==> src/rtl/fdesc_pkg.sv <==
package fdesc_pkg;
    typedef enum logic [1:0] {
        ST_IDLE  = 2'd0,
        ST_SCAN  = 2'd1,
        ST_FETCH = 2'd2,
        ST_CHECK = 2'd3
    } fstate_e;

    localparam logic [2:0] FLD_LINK   = 3'd0;
    localparam logic [2:0] FLD_SRC    = 3'd1;
    localparam logic [2:0] FLD_TAG    = 3'd2;
    localparam logic [2:0] FLD_CMD    = 3'd3;
    localparam logic [2:0] FLD_BRANCH = 3'd4;

    localparam int REC_BYTES = 16;
endpackage

==> src/rtl/fdesc_win.sv <==
module fdesc_win #(
    parameter int AW   = 32,
    parameter int SPAN = 16
) (
    input  logic [AW-1:0] lo,
    input  logic [AW-1:0] hi,
    input  logic [AW-1:0] addr,
    output logic          ok
);
    logic [AW:0] top_w;

    always_comb begin
        top_w = {1'b0, addr} + (AW+1)'(SPAN);
        ok    = (addr >= lo) && (top_w <= {1'b0, hi});
    end
endmodule

==> src/rtl/fdesc_fetch.sv <==
module fdesc_fetch
    import fdesc_pkg::*;
#(
    parameter int NCH  = 7,
    parameter int AW   = 32,
    parameter int CHW  = (NCH > 1) ? $clog2(NCH) : 1
) (
    input  logic            clk,
    input  logic            rst_n,
    input  logic            frame_start,
    input  logic [NCH-1:0]  ch_enable,
    input  logic [AW-1:0]   win_lo,
    input  logic [AW-1:0]   win_hi,
    input  logic            wr_en,
    input  logic            wr_sel,
    input  logic [CHW-1:0]  wr_ch,
    input  logic [AW-1:0]   wr_data,
    input  logic [CHW-1:0]  rd_ch,
    input  logic [2:0]      rd_field,
    output logic [AW-1:0]   rd_data,
    output logic [AW-1:0]   mem_addr,
    output logic            mem_req,
    input  logic            mem_valid,
    input  logic [31:0]     mem_rdata,
    output logic [NCH-1:0]  bs_evt,
    output logic            ber_evt,
    output logic [CHW-1:0]  ber_ch,
    output logic            done
);
    localparam int CNTW = $clog2(NCH + 1);
    localparam logic [AW-1:0] LINK_MASK = ~AW'(15);
    localparam logic [AW-1:0] BR_WMASK  = ~AW'(12);

    typedef struct packed {
        fstate_e                  st;
        logic [CNTW-1:0]          ch;
        logic [1:0]               word;
        logic [AW-1:0]            ptr;
        logic [NCH-1:0][AW-1:0]   link;
        logic [NCH-1:0][AW-1:0]   src;
        logic [NCH-1:0][AW-1:0]   tag;
        logic [NCH-1:0][AW-1:0]   cmd;
        logic [NCH-1:0][AW-1:0]   br;
        logic [NCH-1:0]           bs;
        logic                     ber;
        logic [CHW-1:0]           berc;
        logic                     done;
    } state_t;

    state_t q, d;

    logic [CHW-1:0] ci;
    logic [AW-1:0]  sel_ptr;
    logic           rec_ok;
    logic           src_ok;

    assign ci      = (q.ch < CNTW'(NCH)) ? CHW'(q.ch) : '0;
    assign sel_ptr = q.br[ci][0] ? (q.br[ci] & LINK_MASK) : q.link[ci];

    fdesc_win #(.AW(AW), .SPAN(REC_BYTES)) u_rec_win (
        .lo(win_lo), .hi(win_hi), .addr(sel_ptr), .ok(rec_ok)
    );

    fdesc_win #(.AW(AW), .SPAN(0)) u_src_win (
        .lo(win_lo), .hi(win_hi), .addr(q.src[ci]), .ok(src_ok)
    );

    always_comb begin
        d      = q;
        d.bs   = '0;
        d.ber  = 1'b0;
        d.done = 1'b0;
        case (q.st)
            ST_IDLE: begin
                if (frame_start) begin
                    d.ch = '0;
                    d.st = ST_SCAN;
                end
            end
            ST_SCAN: begin
                if (q.ch == CNTW'(NCH)) begin
                    d.done = 1'b1;
                    d.st   = ST_IDLE;
                end else begin
                    d.src[ci] = '0;
                    if (!ch_enable[ci]) begin
                        d.ch = q.ch + 1'b1;
                    end else begin
                        if (q.br[ci][0]) begin
                            d.br[ci][0] = 1'b0;
                            d.bs[ci]    = q.br[ci][1];
                        end
                        d.ptr  = sel_ptr;
                        d.word = 2'd0;
                        d.st   = rec_ok ? ST_FETCH : ST_CHECK;
                    end
                end
            end
            ST_FETCH: begin
                if (mem_valid) begin
                    case (q.word)
                        2'd0: d.link[ci] = AW'(mem_rdata) & LINK_MASK;
                        2'd1: d.src[ci]  = AW'(mem_rdata);
                        2'd2: d.tag[ci]  = AW'(mem_rdata);
                        default: begin
                            d.cmd[ci] = AW'(mem_rdata);
                            d.st      = ST_CHECK;
                        end
                    endcase
                    d.word = q.word + 2'd1;
                end
            end
            default: begin
                if (!src_ok || (q.src[ci] == '0)) begin
                    d.ber  = 1'b1;
                    d.berc = ci;
                end
                d.ch = q.ch + 1'b1;
                d.st = ST_SCAN;
            end
        endcase
        if (wr_en && (wr_ch < CHW'(NCH))) begin
            if (wr_sel) d.br[wr_ch]   = wr_data & BR_WMASK;
            else        d.link[wr_ch] = wr_data & LINK_MASK;
        end
    end

    always_ff @(posedge clk or negedge rst_n) begin
        if (!rst_n) begin
            q    <= '0;
            q.st <= ST_IDLE;
        end else begin
            q <= d;
        end
    end

    always_comb begin
        rd_data = '0;
        if (rd_ch < CHW'(NCH)) begin
            case (rd_field)
                FLD_LINK:   rd_data = q.link[rd_ch];
                FLD_SRC:    rd_data = q.src[rd_ch];
                FLD_TAG:    rd_data = q.tag[rd_ch];
                FLD_CMD:    rd_data = q.cmd[rd_ch];
                FLD_BRANCH: rd_data = q.br[rd_ch];
                default:    rd_data = '0;
            endcase
        end
    end

    assign mem_req  = (q.st == ST_FETCH);
    assign mem_addr = q.ptr + AW'({q.word, 2'b00});
    assign bs_evt   = q.bs;
    assign ber_evt  = q.ber;
    assign ber_ch   = q.berc;
    assign done     = q.done;

    AST_REQ_HELD: assert property (@(posedge clk) disable iff (!rst_n)
        (mem_req && !mem_valid) |=> (mem_req && $stable(mem_addr)));
    AST_WORD_ALIGNED: assert property (@(posedge clk) disable iff (!rst_n)
        mem_req |-> (mem_addr[1:0] == 2'b00));
    AST_DONE_PULSE: assert property (@(posedge clk) disable iff (!rst_n)
        done |=> !done);
    AST_BS_SINGLE: assert property (@(posedge clk) disable iff (!rst_n)
        $onehot0(bs_evt));
    AST_BER_CH_RANGE: assert property (@(posedge clk) disable iff (!rst_n)
        ber_evt |-> (ber_ch < CHW'(NCH)));
    AST_NO_REQ_AT_DONE: assert property (@(posedge clk) disable iff (!rst_n)
        done |-> !mem_req);
endmodule

==> config.mk <==
export PLATFORM = sky130hd
export DESIGN_NAME = fdesc_fetch
export DESIGN_NICKNAME = d
export VERILOG_FILES = /design/src/rtl/fdesc_pkg.sv /design/src/rtl/fdesc_win.sv /design/src/rtl/fdesc_fetch.sv
export SDC_FILE = /design/constraint.sdc
export NUM_CORES = 2
export LEC_CHECK = 0
export ABC_AREA = 1
export BUFFER_PORTS_ARGS = -buffer_cell sky130_fd_sc_hd__buf_4
export CORE_MARGIN = 2
export CORE_UTILIZATION = 40
export DETAILED_ROUTE_END_ITERATION = 8
export PLACE_DENSITY_LB_ADDON = 0.1
export REMOVE_ABC_BUFFERS = 1
export SLEW_MARGIN = 20
export SYNTH_ARGS = -nofsm -noshare
export SYNTH_HDL_FRONTEND = slang
export SYNTH_SLANG_ARGS = --single-unit
==> constraint.sdc <==
create_clock -name clk -period 4.4 [get_ports clk]
set_input_delay 0.22 -clock clk [delete_from_list [all_inputs] [get_ports clk]]
set_output_delay 0.22 -clock clk [all_outputs]
set_load 0.03 [all_outputs]
==> impl_metrics.yaml <==
outcome:
  status: "finished with violations"
  violations: "negative hold slack"
sta:
  rsz0062_at_grt: "true"
  hold_viol_final: 9
  skew_ps: 43.0
  timing.fmax_mhz: 237
  worst_slew_pin_slew_ps: 1150
  period_share_pct: 95.7
  fin_tns_setup_ps: 0
  slew_headroom_pct: 22.6
  finalSetupViolCount: 0
  fin_crit_ps: 4210
  slew_violations: 0
  hold-worst-slack_ps: -36.1
clock_tree:
  cts_tree: "built"
  cts.sink_count: 1157
  clockBufferDepth: 3
  cts-root-buf: "clkbuf_16"
  cts_max_level: 4
  clk_pin_slew_ps: 60
  clkLatencyLatePin_ps: 820
  cts_buffers: 140
logic_synthesis:
  ys_seq_area_share_pct: 45.4
  yosysMostFrequentCell: "nand2_1"
  synthTopCellsByCount: "nand2_1 (1743), o21ai_0 (1265), dfrtp_1 (1157)"
  ys_ff_latch: 1157
  yosys_warnings: 0
  syn-cell-area_um2: 63700
  synth_top_cell_by_area: "dfrtp_1"
  synthFlopType: "dfrtp_1"
  syn_avg_cell_area_um2: 7.78
  synth_top_area_share_pct: 45.4
  synth_cells: 8191
  yosysUniqueCellTypes: 59
  async_flop_share_pct: 100
  netlist_top_cells_area: "dfrtp_1 (45%), nand2_1 (10%), o21ai_0 (9.9%)"
  synth-edff-count: 0
floorplan:
  rows: 146
  dieWidth_um: 403
  core-area_um2: 158000
  start_util_pct: 40.3
  num_io_pins: 227
  die_h_um: 403
  die-area_um2: 163000
finish:
  layout.nets: 8742
  drive_above_1_share_pct: 12.8
  post-route-util_pct: 47.7
  area_growth_pct: 18.5
route:
  wl_per_cell_um: 28.5
  vias: 64500
  drt_wl_total_um: 303000
  viasPerCell: 6.07
  drt_iter0_drc: 8328
  final_antenna_net_count: 0
  drc_errors: 0
  detailedRoute.firstPassIterationCount: 6
critical_path:
  critPathKind: "reg2reg"
  r2r_slack_ps: 190
  path_buf_inv: 4
  rr_worst_depth: 30
  crit_path_max_incr_delay_ps: 420
  regToRegStartpoint: "q[1166]"
  crit_arrival_ps: 4930
  startpoint: "q[1166]"
  critPathLaunchType: "register"
  path_max_fanout: 9
  worst-path-stages: 30
  path_delay_family: "simple AND/OR/NAND/NOR gates"
  endpoint_kind: "register"
  required_ps: 5120
  cp_common_cell: "nand2_1"
  r2r-end: "q[1169]"
  crit_path_top_delay_cell: "dfrtp_2"
  critPathCapture: "q[1169]"
grt:
  grt-ovfl-total: 0
  grt_pass1_wl_um: 434000
  antenna_found_initial: 9
  grt_pass1_vias: 60900
  grt_max_degree: 142
  grtUsageTotal_pct: 36.4
place:
  dp_hpwl_um: 198000
  io_buffer_count: 224
  routabilityCongestion: 0.966
pwr:
  p_per_area_nw_per_um2: 703
  p_leak_nw: 35.6
  vdd_drop_max_uv: 485
job:
  cap_violations: 0
worst_hold_path:
  hold_class: "in2async"
## timing repair
action,CTS,global route
endpoints found under the setup margin,0,6
buffers inserted,0,12
endpoints found under the hold margin,848,0
hold buffers,64,0
gates resized for setup,0,57
## logic make-up (layout without fill, tap and decap cells)
kind of cell / Yosys count / after routing / share of synthesized area, %
flip-flops: 1157 / 1157 / 45.4
other: 0 / 3 / 0
AO/OA/AOI/OAI: 2922 / 2922 / 26.4
XOR/XNOR: 47 / 47 / 0.646
multiplexers: 17 / 17 / 0.300
AND/OR/NAND/NOR: 2318 / 2319 / 14.7
buffers and inverters: 1588 / 1944 / 9.77
adder cells (fa/ha/maj): 142 / 142 / 2.80
## layer usage
layer | GRT usage (%) | vias up | part of all wire (%)
met1 | 48.5 | 31600 | 40
met5 | 0 | - | 0.024
met3 | 7.80 | 710 | 10
li1 | - | 28500 | -
met2 | 54.7 | 3676 | 43
met4 | 20.8 | 12 | 6.5
## power by group
part / internal (mW) / switching [mW] / total (mW)
Combinational: 9.34 / 17.5 / 26.8
Clock: 6.76 / 4.93 / 11.7
Sequential: 13.1 / 1.48 / 14.6
## sequential cells by signal, summed over array words and instances (netlist names)
name	cells
done	1
bs_evt	7
q	1145
ber_evt	1
ber_ch	3
## through the flow
step                      hold WS [ps]  setup WS, ps  area, um2  instances  total power, mW
final                            -36.1           189      75600      10600             53.1
after global routing              42.2          -122      75600      10600             56.0
after CTS                         4.00          20.9      75100      10600             51.9
after detailed placement           232          66.7      69900      10300             40.1
after global placement             237          39.0      69900      10300             39.8
after floorplan                  -75.6         -7220      61100       7546             27.2
## how the worst min path moves through the flow
stage                startpoint        end  slack (ps)  depth (start not counted)
CTS                 wr_data[23]    q[1123]           4                          3
floorplan                 rst_n  ber_ch[0]         -80                          0
detailed placement        rst_n     q[279]         230                          1
global route              rst_n     q[279]          40                          2
finish                    rst_n     q[279]         -40                          2
global placement          rst_n     q[272]         240                          1
## layout by cell type (no fill, tap or decap), types with 6 or more instances in the layout
cell and count:
nand3_1 72, nand2_1 1728, nor2_2 21, a22oi_1 160, inv_1 895, clkbuf_8 32
or2_2 6, clkbuf_1 38, o22ai_1 415, dfrtp_1 1154, a221oi_1 102, nor3_2 18
a31oi_1 9, nand3_2 9, clkinv_1 6, o221ai_1 77, nor2_1 256, nor2_4 23
o2111ai_1 59, inv_6 9, clkbuf_16 148, xor2_1 41, o21ai_0 1265, dlygate4sd3_1 64
a211oi_1 24, mux2_2 17, clkinv_2 11, inv_2 30, nand4_1 56, ha_1 140
o21ai_1 18, buf_4 617, nor3_1 59, a21oi_1 678, o211ai_1 84, nor4_1 13
buf_12 66, nand2_2 28
## cell type report
class                   count  area (um2)
fillers                 15700       82800
repair buffers            761        6860
multi-input cells        5447       29000
clock buffers             213        4160
inverters                 943        3590
clock inverters            27         368
diodes                      3        7.51
flip-flops and latches   1157       29000
well taps                2072        2590
Note: power is estimated with default switching activity, not from simulation.
